[config.mk]
export PLATFORM = sky130hd
export DESIGN_NAME = ack_delay_timer
export DESIGN_NICKNAME = d
export VERILOG_FILES = /design/src/rtl/adt_pkg.sv /design/src/rtl/adt_qualify.sv /design/src/rtl/adt_limit.sv /design/src/rtl/adt_counter.sv /design/src/rtl/adt_drive.sv /design/src/rtl/ack_delay_timer.sv
export SDC_FILE = /design/constraint.sdc
export NUM_CORES = 1
export LEC_CHECK = 0
export CORE_AREA = 2 2 39 41
export DETAILED_ROUTE_END_ITERATION = 12
export DIE_AREA = 0 0 41 43
export GPL_TIMING_DRIVEN = 1
export PLACE_DENSITY = 0.61
export SLEW_MARGIN = 0
export SYNTH_ARGS = -nofsm -noshare
export SYNTH_HDL_FRONTEND = slang
export SYNTH_HIERARCHICAL = 1
export SYNTH_SLANG_ARGS = --single-unit
[constraint.sdc]
create_clock -name clk -period 2.8 [get_ports clk]
set_clock_uncertainty 0.2 [all_clocks]
set_input_delay 0.56 -clock clk [delete_from_list [all_inputs] [get_ports clk]]
set_output_delay 0.56 -clock clk [all_outputs]
set_load 0.05 [all_outputs]
[src/rtl/adt_pkg.sv]
// Shared definitions for the access-delay acknowledge timer.
// Assumes a counter width of at least two bits.
package adt_pkg;
    parameter int CNT_W = 4;
    typedef logic [CNT_W-1:0] cnt_t;
    typedef enum logic {
        LIMIT_CODE  = 1'b0,
        LIMIT_FIXED = 1'b1
    } limit_src_e;
endpackage

[src/rtl/adt_qualify.sv]
// Access qualifier: decides whether the current access is live, and
// whether the RAM inhibit is requested. Assumes all inputs are
// synchronous to clk.
module adt_qualify (
    input  logic clk,
    input  logic rst_n,
    input  logic sel,
    input  logic rd_cmd,
    input  logic rom_block,
    input  logic addr_chg,
    output logic live,
    output logic inh_req
);
    // Inhibit is requested for a selected, unblocked read.
    always_comb inh_req = sel & rd_cmd & ~rom_block;

    // An address change clears the timing but leaves the inhibit in place.
    always_comb live = inh_req & ~addr_chg;


    rom_block_quiet_chk: assert property (@(posedge clk) disable iff (!rst_n)
        rom_block |-> (!inh_req && !live));
endmodule

[src/rtl/adt_limit.sv]
// Terminal-value select: the programmed code, or the fixed top count
// when RAM overlaps the region.
module adt_limit
    import adt_pkg::*;
#(
    parameter int W = CNT_W
) (
    input  logic [W-1:0] code,
    input  logic         overlap,
    output logic [W-1:0] limit
);
    localparam logic [W-1:0] FIXED_TOP = {W{1'b1}};

    limit_src_e src;

    // Choose the source of the terminal value.
    always_comb src = overlap ? LIMIT_FIXED : LIMIT_CODE;

    // Drive the terminal value from the chosen source.
    always_comb begin
        case (src)
            LIMIT_FIXED: limit = FIXED_TOP;
            default:     limit = code;
        endcase
    end
endmodule

[src/rtl/adt_counter.sv]
// Access counter: held at zero while the access is not live, counts
// one per clock while live, and stops at the terminal value.
// Assumes the terminal value is stable during an access.
module adt_counter #(
    parameter int W = 4
) (
    input  logic         clk,
    input  logic         rst_n,
    input  logic         live,
    input  logic [W-1:0] limit,
    output logic         at_limit
);
    logic [W-1:0] cnt;

    // Terminal condition seen on the current count.
    always_comb at_limit = live && (cnt == limit);

    // Count, hold or clear.
    always_ff @(posedge clk) begin
        if (!rst_n || !live)
            cnt <= '0;
        else if (!at_limit)
            cnt <= cnt + 1'b1;
    end


    cnt_zero_chk: assert property (@(posedge clk) disable iff (!rst_n)
        !live |=> (cnt == '0));

    cnt_step_chk: assert property (@(posedge clk) disable iff (!rst_n)
        (live && !at_limit) |=> (cnt == $past(cnt) + 1'b1));

    cnt_stop_chk: assert property (@(posedge clk) disable iff (!rst_n)
        (live && at_limit) |=> (cnt == $past(cnt)));
endmodule

[src/rtl/adt_drive.sv]
// Output stage: active-low acknowledge with its drive enable, and the
// active-low RAM inhibit.
module adt_drive (
    input  logic clk,
    input  logic rst_n,
    input  logic sel,
    input  logic at_limit,
    input  logic inh_req,
    output logic ack_n,
    output logic ack_oe,
    output logic ram_inh_n
);
    // Acknowledge is driven only while selected; high until terminal.
    always_comb begin
        ack_oe    = sel;
        ack_n     = ~(sel & at_limit);
        ram_inh_n = ~inh_req;
    end


    inh_covers_ack_chk: assert property (@(posedge clk) disable iff (!rst_n)
        !ack_n |-> !ram_inh_n);

    oe_release_chk: assert property (@(posedge clk) disable iff (!rst_n)
        !sel |-> (!ack_oe && ack_n));
endmodule

[src/rtl/ack_delay_timer.sv]
// Access-delay acknowledge timer top: qualifies the access, selects the
// terminal value from the overlap flag, runs the counter and drives the
// acknowledge and RAM inhibit.
module ack_delay_timer
    import adt_pkg::*;
#(
    parameter int W = CNT_W
) (
    input  logic         clk,
    input  logic         rst_n,
    input  logic         sel,
    input  logic         rd_cmd,
    input  logic         rom_block,
    input  logic         addr_chg,
    input  logic [W-1:0] ack_code,
    input  logic         ram_overlap,
    output logic         ack_n,
    output logic         ack_oe,
    output logic         ram_inh_n
);
    logic         live;
    logic         inh_req;
    logic         at_limit;
    logic [W-1:0] limit;

    adt_qualify u_qual (
        .clk(clk), .rst_n(rst_n), .sel(sel), .rd_cmd(rd_cmd),
        .rom_block(rom_block), .addr_chg(addr_chg),
        .live(live), .inh_req(inh_req)
    );

    adt_limit #(.W(W)) u_limit (
        .code(ack_code), .overlap(ram_overlap), .limit(limit)
    );

    adt_counter #(.W(W)) u_cnt (
        .clk(clk), .rst_n(rst_n), .live(live), .limit(limit),
        .at_limit(at_limit)
    );

    adt_drive u_drive (
        .clk(clk), .rst_n(rst_n), .sel(sel), .at_limit(at_limit),
        .inh_req(inh_req), .ack_n(ack_n), .ack_oe(ack_oe),
        .ram_inh_n(ram_inh_n)
    );


    clear_drops_ack_chk: assert property (@(posedge clk) disable iff (!rst_n)
        (addr_chg || !rd_cmd) |-> ack_n);
endmodule

* Word level (Yosys, flattened, before mapping)
Cells that the tools add are included.
** Storage, ports and cells
- Flip-flop bits (word level) :: 4
- Output and inout port bits :: 3
** Cells by class
- Multiplexer cells :: 2
- Equal/unequal tests :: 1
- Add/subtract/negate cells :: 1
- Bitwise logic cells :: 8
- Reductions and logical operators :: 4
** Operator list (number)
- $add A4 B1 Y4 const B :: 1
- $and A1 B1 Y1 :: 4
- $eq A4 B4 Y1 :: 1
- $mux W4 :: 1
- $not A1 Y1 :: 4
- $logic_not A1 Y1 :: 2
- $logic_and A1 B1 Y1 :: 1
- $logic_or A1 B1 Y1 :: 1
- $mux W1 :: 1

* Logic depth before layout (Yosys ltp)
- Depth in word-level cells :: 6
- Depth in mapped cells :: 5

* Hierarchy
Netlist, hierarchy kept.
** By module, submodules not included
- adt_counter :: seq. area each 80.1 µm², area an instance 284.0 µm², cells an instance 35, instances 1
- adt_limit :: seq. area each 0.0 µm², area an instance 25.0 µm², cells an instance 4, instances 1
- adt_qualify :: seq. area each 0.0 µm², area an instance 22.5 µm², cells an instance 2, instances 1
- adt_drive :: seq. area each 0.0 µm², area an instance 15.0 µm², cells an instance 3, instances 1

* Least setup slack after synthesis
No wires, ideal clock.
- Path type :: input -> output
- Start :: input port ram_overlap
- End :: output port ack_n
- Arrival time :: 1776 ps
- Stages on the path :: 4
- Setup slack :: 264 ps
- Required time :: 2040 ps
- Path through :: or2_1 a221o_1 nor3_1 nand2_1
** Between the ends
- Cells in the longest elaborated chain, start to end :: 6
** RTL lines
- start, declared :: line ack_delay_timer.sv:16 : input logic ram_overlap,
- $mux W1 :: line adt_limit.sv:17 : always_comb src = overlap ? LIMIT_FIXED : LIMIT_CODE;
- $mux W4 :: line adt_limit.sv:21 : case (src)
- $eq A4 B4 Y1 :: line adt_counter.sv:16 : always_comb at_limit = live && (cnt == limit);
- $logic_and A1 B1 Y1 :: line adt_counter.sv:16
- named net at_limit :: line ack_delay_timer.sv:23 : logic at_limit;
- $and A1 B1 Y1 :: line adt_drive.sv:16 : ack_n = ~(sel & at_limit);
- $not A1 Y1 :: line adt_drive.sv:16
- end, declared :: line ack_delay_timer.sv:17 : output logic ack_n,
The timed path passes the listed nets, and every way through them passes these cells.

* Worst setup path in the final report
- Start :: input port sel
- End :: output port ack_n
** Between the ends
- Cells in the longest elaborated chain, start to end :: 6
** RTL lines
- start, declared :: line ack_delay_timer.sv:11 : input logic sel,
- $and A1 B1 Y1 (2 in a row) :: line adt_qualify.sv:15 : always_comb inh_req = sel & rd_cmd & ~rom_block;
- $and A1 B1 Y1 :: line adt_qualify.sv:18 : always_comb live = inh_req & ~addr_chg;
- named net live :: line ack_delay_timer.sv:21 : logic live;
- $logic_and A1 B1 Y1 :: line adt_counter.sv:16
- named net at_limit :: line ack_delay_timer.sv:23
- $and A1 B1 Y1 :: line adt_drive.sv:16
- $not A1 Y1 :: line adt_drive.sv:16
The timed path passes the listed nets, and every way through them passes these cells.

==> impl_metrics.toml <==
[status]
outcome = "completed"

[pwr]
p_sw_uw = 36.17
power.density_nw_per_um2 = 255.3
p_sw_frac = 0.2211
p_leak_nw = 0.2767
p_int_uw = 127.4
pwr-share-seq = 0.355
vdd_drop_max_uv = 179.2
pwr-share-clk = 0.416
total_power_uw = 163.6
p_comb_frac = 0.229

[sta]
fin_crit_sh = 0.9867
tns_ns = 0
drv_slew = 0
tightestPinTransition_ns = 0.2625
period_minus_slack_ns = 2.763
hold_viol = 0
fmax_mhz = 362.0
slew_headroom = 0.8234
setup_viol = 0

[finish]
final_cell_mix = "15 x buf_4, 7 x clkdlybuf4s50_1, 6 x nand3_1"
post-route-util = 0.4629
syn_to_final_growth_pct = 84.84
final_layout_size_suffix_gt1_frac = 0.3562
antennaDiodeCount = 0
final_area_um2 = 640.6
largestRegisters = "u_cnt/cnt (4)"
largest_register_ffs = 4
top_register = "u_cnt/cnt"
final_nets = 87
final_common_cell = "buf_4"
nFillCells = 138

[setup_path]
crit_fanout = 2
required_ns = 2.04
arrival_ns = 2.00
start_kind = "primary input"
critPathKind = "primary input to output pin"
end_kind = "output pin"

[grt]
met3_usage = 0.04712
grt_pass1_vias = 422
busiest_layer = "met2"
grt_usage = 0.1347
grt_overflow_total = 0
met1_usage = 0.1516
grt_max_degree = 7
met2_usage = 0.2250
grt_pass1_wl_um = 1649
antenna_found_initial = 0

[logic_synthesis]
syn_area_per_cell_um2 = 7.877
ys_warn_count = 6
synth_top_family_by_area = "simple AND/OR/NAND/NOR gates"
syn_area_um2 = 346.6
syn_nets = 56
synth_compound_area_frac = 0.1480
muxShareOfSynthArea = 0.02888
netlist_instances = 44
synth-xor-area-share = 0.02527
yosysTopAreaCell = "dfxtp_1"
ys_seq_area_frac = 0.2310
ys_ff_latch = 4
synth-simple-area-share = 0.4765
synth_fa_ha_area_frac = 0.03610
synth_top_area_frac = 0.2310
synth.area.top_cells = "dfxtp_1 23%, nand3_1 8.7%, or2_1 7.2%"
synth_cell_type_count = 26

[floorplan]
start_util = 0.2505
die_height_um = 43
fp.dieW_um = 41
placement_rows = 14
dieArea_um2 = 1763
core_area_um2 = 1384
pin_count = 14

[worst_hold_path]
hold_class = "flip-flop to flip-flop"

[drt]
post_drt_wl_per_cell_um = 11.30
via_per_inst = 4.854
drc = 0
num_vias = 432
dr.pass1.iters = 2
ant_nets = 0
wl_um = 1006
drt-initial-drc-count = 6

[run]
drv_cap = 0

[cts]
cts_buffers = 3
cts_tree = "yes"
cts-root-buf = "clkbuf_4"
clk_latency_ns = 0.23
cts_max_path_buffers = 2
path_clk_slew_ns = 0.03
h-tree-depth = 1
clock_sinks = 4

[placed_design]
post_dp_cell_area_um2 = 539.3
portBuffers = 13
gp_congestion = 0.7195
place_hpwl_um = 691.2
==> kinds of logic (layout without fill, tap and decap cells) <==
kind of cell | after synthesis | in the layout
XOR/XNOR | 1 | 1
AND/OR/NAND/NOR | 26 | 26
AO/OA/AOI/OAI | 7 | 7
flip-flops | 4 | 4
buffers and inverters | 4 | 33
adder cells (fa/ha/maj) | 1 | 1
multiplexers | 1 | 1
==> Yosys cell counts <==
| master | count |
|---|---|
| o21ai_0 | 2 |
| inv_1 | 2 |
| nor4_1 | 1 |
| or4_1 | 1 |
| and3b_2 | 1 |
| nor2_1 | 1 |
| nand2_1 | 2 |
| nor3b_1 | 2 |
| or2_1 | 4 |
| xor2_1 | 1 |
| nand3_1 | 6 |
| a21oi_1 | 1 |
| a22oi_1 | 1 |
| a221o_1 | 1 |
| o31a_2 | 1 |
| o2111ai_1 | 1 |
| mux2i_1 | 1 |
| nor3_1 | 3 |
| and4bb_2 | 1 |
| dfxtp_1 | 4 |
| or4b_1 | 1 |
| and2b_1 | 1 |
| or2b_1 | 2 |
| inv_2 | 1 |
| buf_4 | 1 |
| ha_1 | 1 |
==> timing repair <==
action,CTS,global route
pin swaps,3,5
hold endpoints to repair,0,0
setup buffers,6,2
endpoints found under the setup margin,1,2
hold buffers,0,0
resized for setup,3,3
==> worst paths after layout <==
| path | startpoint | to | slack (ns) | depth (start not counted) |
|---|---|---|---|---|
| max | sel | ack_n | 0.04 | 6 |
| min | u_cnt/cnt[1] | u_cnt/cnt[1] | 0.35 | 2 |
| max reg2reg | u_cnt/cnt[0] | u_cnt/cnt[1] | 0.51 | 12 |
| min reg2reg | u_cnt/cnt[1] | u_cnt/cnt[1] | 0.35 | 2 |
==> power groups by stage <==
| stage | clock network, mW | registers [mW] | logic, mW |
|---|---|---|---|
| finish | 0.0680 | 0.0581 | 0.0374 |
| global route | 0.0750 | 0.0580 | 0.0399 |
| CTS | 0.0727 | 0.0580 | 0.0367 |
| detailed placement | 0 | 0.0589 | 0.0368 |
| global placement | 0 | 0.0589 | 0.0365 |
| floorplan | 0 | 0.0587 | 0.0141 |
==> final cells by class <==
cell class	count	area [um2]	area share
multi-input cells	36	259.0	0.4043
repair buffers	27	247.7	0.3867
flip-flops and latches	4	80.08	0.1250
clock buffers	3	22.52	0.03516
well taps	16	20.02	0.03125
inverters	3	11.26	0.01758
==> metrics by stage <==
step,hold slack (ns),instances,setup WS (ns)
finish,0.3545,89,0.03737
global route,0.3886,89,-0.03396
CTS,0.3610,87,0.008861
detailed placement,0.3565,78,-0.09483
global placement,0.3394,78,-0.07574
floorplan,0.2853,44,0.2637
==> per-layer routing <==
layer | wire [um] | share of wire
met1 | 441 | 0.44
met2 | 546 | 0.54
met3 | 17 | 0.017
met5 | 0 | 0
met4 | 0 | 0
==> worst max-delay path, stage by stage <==
cell	delay, ns
clkdlybuf4s50_1	0.47
and4bb_2	0.28
o2111ai_2	0.15
nor3_2	0.28
nand2_1	0.10
buf_6	0.16
(Power assumes the default switching activity.)
